==> src/rtl/psram_split_pkg.sv <==
package psram_split_pkg;
  // bytes per beat, as a shift
  localparam int BEAT_SHIFT = 2;
  // smallest selectable page (log2 bytes) and number of page codes
  localparam int MIN_PAGE_LOG = 7;
  localparam int NUM_PAGE_SIZES = 4;
  localparam int MAX_PAGE_LOG = MIN_PAGE_LOG + NUM_PAGE_SIZES - 1;

  typedef logic [2:0] page_code_t;

  typedef struct packed {
    logic       sync;
    logic       use_wait;
    page_code_t page;
  } xfer_mode_t;

  function automatic logic page_code_valid(page_code_t c);
    return (c != 3'd0) && (int'(c) <= NUM_PAGE_SIZES);
  endfunction
endpackage

==> src/rtl/psram_mode_sel.sv <==
module psram_mode_sel
  import psram_split_pkg::*;
(
  input  logic       is_write,
  input  logic       wr_sync_en,
  input  logic       rd_sync_en,
  input  logic       async_wait_en,
  input  page_code_t page_code,
  output xfer_mode_t mode
);
  logic sync_sel;

  // each direction looks only at its own enable
  assign sync_sel = is_write ? wr_sync_en : rd_sync_en;

  always_comb begin
    mode.sync     = sync_sel;
    mode.use_wait = !sync_sel && async_wait_en;
    // reserved codes and asynchronous transfers collapse to "no split"
    mode.page     = (sync_sel && page_code_valid(page_code)) ? page_code : 3'd0;
  end
endmodule

==> src/rtl/psram_page_room.sv <==
module psram_page_room
  import psram_split_pkg::*;
#(
  parameter int LEN_W = 8
) (
  input  logic [MAX_PAGE_LOG-1:BEAT_SHIFT] addr_beat,
  input  logic [LEN_W-1:0]                 remain,
  input  logic                             sync,
  input  page_code_t                       page,
  output logic [LEN_W-1:0]                 beats
);
  localparam int ROOM_W = MAX_PAGE_LOG - BEAT_SHIFT + 1;
  localparam int CMP_W  = (ROOM_W > LEN_W) ? ROOM_W : LEN_W;

  logic [ROOM_W-1:0] room [NUM_PAGE_SIZES];
  logic              hit;
  logic [ROOM_W-1:0] sel_room;

  // beats left before the boundary, one candidate per page size
  genvar g;
  generate
    for (g = 0; g < NUM_PAGE_SIZES; g++) begin : g_size
      localparam int OFF_W = MIN_PAGE_LOG + g - BEAT_SHIFT;
      logic [OFF_W-1:0] off;
      assign off     = addr_beat[BEAT_SHIFT+OFF_W-1:BEAT_SHIFT];
      assign room[g] = ROOM_W'(1 << OFF_W) - ROOM_W'(off);
    end
  endgenerate

  always_comb begin
    hit      = 1'b0;
    sel_room = '0;
    for (int i = 0; i < NUM_PAGE_SIZES; i++) begin
      if (page == page_code_t'(i + 1)) begin
        hit      = 1'b1;
        sel_room = room[i];
      end
    end
  end

  always_comb begin
    if (!sync) begin
      beats = LEN_W'(1);
    end else if (hit && (CMP_W'(sel_room) < CMP_W'(remain))) begin
      beats = LEN_W'(sel_room);
    end else begin
      beats = remain;
    end
  end
endmodule

==> src/rtl/psram_split_core.sv <==
module psram_split_core
  import psram_split_pkg::*;
#(
  parameter int ADDR_W = 24,
  parameter int LEN_W  = 8
) (
  input  logic              clk,
  input  logic              rst_n,
  input  logic              req_valid,
  output logic              req_ready,
  input  logic [ADDR_W-1:0] req_addr,
  input  logic [LEN_W-1:0]  req_beats,
  input  logic              req_write,
  input  xfer_mode_t        req_mode,
  input  logic [LEN_W-1:0]  step_beats,
  input  logic              sub_ready,
  output logic              sub_valid,
  output logic              sub_last,
  output logic [ADDR_W-1:0] cur_addr,
  output logic [LEN_W-1:0]  cur_remain,
  output logic              cur_write,
  output xfer_mode_t        cur_mode
);
  typedef enum logic {ST_IDLE, ST_ISSUE} split_st_t;

  localparam logic [ADDR_W-1:0] ALIGN_MASK = ~ADDR_W'((1 << BEAT_SHIFT) - 1);

  split_st_t st;

  assign req_ready = (st == ST_IDLE);
  assign sub_valid = (st == ST_ISSUE);
  assign sub_last  = (step_beats == cur_remain);

  always_ff @(posedge clk) begin
    if (!rst_n) begin
      st         <= ST_IDLE;
      cur_addr   <= '0;
      cur_remain <= '0;
      cur_write  <= 1'b0;
      cur_mode   <= '0;
    end else begin
      unique case (st)
        ST_IDLE: begin
          if (req_valid) begin
            cur_addr   <= req_addr & ALIGN_MASK;
            cur_remain <= req_beats;
            cur_write  <= req_write;
            cur_mode   <= req_mode;
            if (req_beats != '0) st <= ST_ISSUE;
          end
        end
        ST_ISSUE: begin
          if (sub_ready) begin
            cur_addr   <= cur_addr + (ADDR_W'(step_beats) << BEAT_SHIFT);
            cur_remain <= cur_remain - step_beats;
            if (sub_last) st <= ST_IDLE;
          end
        end
        default: st <= ST_IDLE;
      endcase
    end
  end
endmodule

==> src/rtl/psram_page_splitter.sv <==
module psram_page_splitter
  import psram_split_pkg::*;
#(
  parameter int ADDR_W = 24,
  parameter int LEN_W  = 8
) (
  input  logic              clk,
  input  logic              rst_n,
  input  logic [2:0]        cfg_page_code,
  input  logic              cfg_wr_sync_en,
  input  logic              cfg_rd_sync_en,
  input  logic              cfg_async_wait_en,
  input  logic              req_valid,
  output logic              req_ready,
  input  logic [ADDR_W-1:0] req_addr,
  input  logic [LEN_W-1:0]  req_beats,
  input  logic              req_write,
  output logic              sub_valid,
  input  logic              sub_ready,
  output logic [ADDR_W-1:0] sub_addr,
  output logic [LEN_W-1:0]  sub_beats,
  output logic              sub_write,
  output logic              sub_sync,
  output logic              sub_use_wait,
  output logic              sub_last
);
  xfer_mode_t       req_mode;
  xfer_mode_t       cur_mode;
  logic [LEN_W-1:0] cur_remain;
  logic [LEN_W-1:0] step_beats;

  psram_mode_sel u_mode (
    .is_write      (req_write),
    .wr_sync_en    (cfg_wr_sync_en),
    .rd_sync_en    (cfg_rd_sync_en),
    .async_wait_en (cfg_async_wait_en),
    .page_code     (cfg_page_code),
    .mode          (req_mode)
  );

  psram_split_core #(.ADDR_W(ADDR_W), .LEN_W(LEN_W)) u_core (
    .clk        (clk),
    .rst_n      (rst_n),
    .req_valid  (req_valid),
    .req_ready  (req_ready),
    .req_addr   (req_addr),
    .req_beats  (req_beats),
    .req_write  (req_write),
    .req_mode   (req_mode),
    .step_beats (step_beats),
    .sub_ready  (sub_ready),
    .sub_valid  (sub_valid),
    .sub_last   (sub_last),
    .cur_addr   (sub_addr),
    .cur_remain (cur_remain),
    .cur_write  (sub_write),
    .cur_mode   (cur_mode)
  );

  psram_page_room #(.LEN_W(LEN_W)) u_room (
    .addr_beat (sub_addr[MAX_PAGE_LOG-1:BEAT_SHIFT]),
    .remain    (cur_remain),
    .sync      (cur_mode.sync),
    .page      (cur_mode.page),
    .beats     (step_beats)
  );

  assign sub_beats    = step_beats;
  assign sub_sync     = cur_mode.sync;
  assign sub_use_wait = cur_mode.use_wait;
endmodule

==> config.mk <==
export PLATFORM = sky130hd
export DESIGN_NAME = psram_page_splitter
export DESIGN_NICKNAME = d
export VERILOG_FILES = /design/src/rtl/psram_split_pkg.sv /design/src/rtl/psram_mode_sel.sv /design/src/rtl/psram_page_room.sv /design/src/rtl/psram_split_core.sv /design/src/rtl/psram_page_splitter.sv
export SDC_FILE = /design/constraint.sdc
export NUM_CORES = 1
export LEC_CHECK = 0
export ABC_AREA = 1
export BUFFER_PORTS_ARGS = -buffer_cell sky130_fd_sc_hd__buf_2
export CELL_PAD_IN_SITES_DETAIL_PLACEMENT = 0
export CELL_PAD_IN_SITES_GLOBAL_PLACEMENT = 1
export CORE_MARGIN = 1.5
export CORE_UTILIZATION = 37
export DETAILED_ROUTE_END_ITERATION = 7
export PLACE_DENSITY = 0.84
export SYNTH_ARGS = -nofsm -noshare
export SYNTH_HDL_FRONTEND = slang
export SYNTH_HIERARCHICAL = 1
export SYNTH_SLANG_ARGS = --single-unit
export TNS_END_PERCENT = 30
==> constraint.sdc <==
create_clock -name clk -period 3.9 [get_ports clk]
set_clock_uncertainty 0.1 [all_clocks]
set_input_delay 0.585 -clock clk [delete_from_list [all_inputs] [get_ports clk]]
set_output_delay 0.585 -clock clk [all_outputs]
set_load 0.01 [all_outputs]
==> impl_metrics.tcl <==
set metrics [dict create \
    end_kind "output port" \
    rows 35 \
    area_growth_syn_to_layout_pct 35.7 \
    final_area_um2 4850 \
    ant_nets 0 \
    critical_path_required_ns 3.21 \
    min_path_cells 2 \
    setup_slack_ns -0.0769 \
    violations "setup timing" \
    grt_usage_pct 22.6 \
    firstDrtPassIters 6 \
    slew_violations 0 \
    synth_area_um2 3570 \
    async_flop_share_pct 0 \
    synth_seq_cells 37 \
    die_area_um2 10300 \
    startpoint_type "register" \
    ys.flop_type "dfxtp_1" \
    drc 0 \
    io_buffers 76 \
    worst_slew_pin_slew_ns 0.591 \
    status "complete, but fails checks" \
    r2r_end "u_core/cur_addr[8]$_SDFFE_PN0P_" \
    p_leak_nw 2.36 \
    critPathKind "reg -> out" \
    antenna_cells 0 \
    grt_pass1_wl_um 18400 \
    initial_core_util_pct 38.5 \
    grt_pass1_vias 3744 \
    ys_seq_area_share_pct 20.7 \
    power_mw 1.71 \
    die_h_um 101 \
    max_slew_margin_pct 60.5 \
    path_max_fanout 7 \
    setup_tns_ns -0.0769 \
    clock_path_buffers 2 \
    worstPathArrival_ns 3.29 \
    grt_max_degree 33 \
    period_share_pct 102 \
    synth_warnings 6 \
    ff2ff_path_depth 28 \
    r2r_setup_slack_ns 0.09 \
    place_area_um2 4210 \
    drt-met1-wl_um 5700 \
    die_w_um 101 \
    finalHoldViolCount 0 \
    setup_violations 1 \
    clock_sinks 37 \
    whs_ns 0.393 \
    place_ws_ns -0.0581 \
    h-tree-depth 2 \
    route.met2.wl_um 5210 \
    nets 769 \
    place_congestion 0.893 \
    routed_wl_um 11600 \
    ys_types 39 \
    top_layer_used "met4" \
    ios 81 \
    worstHoldStart "u_core/cur_write$_SDFFE_PN0P_" \
    holdPathEnd "u_core/cur_write$_SDFFE_PN0P_" \
    core_um2 9280 \
    synth_edf_count 0 \
    clk_pin_slew_ns 0.09 \
    hpwlAfterDp_um 8420 \
    avgRoutedWirePerCell_um 14.0 \
    drive_above_1_share_pct 35.3 \
    max_freq_mhz 251 \
    min_period_ns 3.98 \
    grt-ovfl-total 0 \
    cts_buffers 5 \
    rsz0062_at_grt "true" \
    synthCells 597 \
    drtIter0Drc 183 \
    vias 4166 \
    drv_cap 0 \
    clock_latency_ns 0.30 \
    cts_root_buffer "clkbuf_8" \
    dr_wl_met3_um 548 \
    syn_area_per_cell_um2 5.99 \
    min_path_type "reg -> reg" \
    vias_per_cell 5.01 \
    cts_tree "built" \
    ir_worst_vdd_mv 0.194 \
    pwr_density_cell_nw_per_um2 352 \
    r2r-start "u_core/cur_addr[2]$_SDFFE_PN0P_" \
    antenna_found_initial 0 \
]
-- report_power, final --
| part | switching, mW | internal (mW) | leakage, nW |
|---|---|---|---|
| Combinational | 0.498 | 0.356 | 2.00 |
| Clock | 0.169 | 0.209 | 0.0574 |
| Sequential | 0.0580 | 0.418 | 0.308 |
| Total | 0.726 | 0.983 | 2.36 |
-- cell usage after synthesis (all sizes together), types with 3 or more instances --
library cell	n	share of area, %
o22ai	8	1.4
nor2	93	11
ha	23	8.1
o21ai	37	5.2
nand4	6	1.1
nand2	174	20
buf	16	3.0
clkbuf	3	0.31
and2	3	0.53
xor2	9	2.2
dfxtp	37	21
nand3	47	7.6
nor4	3	0.53
nand3b	4	0.84
a21oi	43	6.5
inv	76	8.1
a31oi	3	0.53
-- worst max-delay path: stages, from the launching register on --
cell and delay [ns]:
dfxtp_2 0.33, inv_2 0.08, ha_4 0.16, nand2_4 0.06, nor2_4 0.10, nand2_2 0.08, inv_2 0.09, nand2_2 0.06
nand2_1 0.06, nand2_1 0.06, o21ai_2 0.09, ha_4 0.24, nand2_2 0.06, inv_2 0.03, nand2_1 0.04, nand2_1 0.06
nand2_2 0.12, nand2_4 0.11, nand2_2 0.10, nand2_2 0.06, nor2_4 0.14, inv_2 0.05, ha_4 0.27, nand2_4 0.05
nor4_4 0.30, buf_2 0.18
-- metrics by stage --
stage                     utilization (%)  std cells
after global placement               45.4        811
after CTS                            48.7        828
after floorplan                         -        598
final                                52.3        831
after detailed placement             45.4        811
after global routing                 52.3        831
-- per-layer routing --
metal / vias to the layer above / global-route usage (%)
met5: - / 0
met4: 0 / 5.88
met3: 12 / 2.62
met2: 113 / 34.8
met1: 1914 / 33.3
li1: 2127 / -
-- area by class of cell --
class | instances | area (µm²)
Multi-Input combinational cell | 466 | 2860
Clock inverter | 2 | 37.5
Sequential cell | 37 | 747
Timing Repair Buffer | 114 | 669
Tap cell | 129 | 161
Inverter | 77 | 292
Clock buffer | 6 | 82.6
Fill cell | 979 | 4430
-- kinds of logic after synthesis --
kind of cell / share of synthesized area [%]
simple gates: 41.6
buf+inv: 11.4
compound gates: 14.5
flops: 20.7
fa+ha+maj: 9.17
xor+xnor: 2.45
other cells: 0.105
-- registers in the layout (all words and copies together), names as in the netlist --
name               cells
u_core/cur_addr       22
u_core/sub_valid       1
u_core/cur_write       1
u_core/cur_remain      8
u_core/cur_mode        5
-- worst max path at each step --
| stage | start | end | slack, ns | cells after the start |
|---|---|---|---|---|
| 2_1_floorplan | u_core/cur_addr[3]$_SDFFE_PN0P_ | sub_last | 0.04 | 23 |
| 3_3_place_gp | u_core/cur_addr[2]$_SDFFE_PN0P_ | u_core/cur_addr[8]$_SDFFE_PN0P_ | -0.006 | 27 |
| 3_5_place_dp | u_core/cur_addr[2]$_SDFFE_PN0P_ | u_core/cur_addr[8]$_SDFFE_PN0P_ | -0.06 | 27 |
| 6_report | u_core/cur_addr[2]$_SDFFE_PN0P_ | sub_last | -0.08 | 25 |
| 4_1_cts | u_core/cur_addr[3]$_SDFFE_PN0P_ | sub_last | -0.24 | 26 |
| 5_1_grt | u_core/cur_mode[0]$_SDFFE_PN0P_ | sub_last | -0.28 | 23 |
-- placed cells by master (no fill, tap or decap), types with 6 or more instances in the layout --
cell	count
nor2_1	69
xor2_1	8
inv_2	17
nand3_1	34
a21oi_2	8
nand4_1	6
nand2_2	26
inv_1	58
o21ai_0	23
nor2_2	13
o21ai_1	10
o22ai_1	8
nand2_1	141
nand3_2	10
ha_1	11
nor2_4	10
a21oi_1	32
buf_2	76
clkbuf_8	6
nand2_4	8
ha_4	10
dfxtp_1	32
buf_4	37
-- what timing repair did --
| item | 4_1_cts | 5_1_grt |
|---|---|---|
| gates cloned | 1 | 0 |
| gates resized for setup | 40 | 75 |
| setup endpoints to repair | 8 | 25 |
| hold buffers | 0 | 0 |
| buffers inserted | 8 | 3 |
| pin swaps | 26 | 35 |
(Power assumes the default switching activity.)
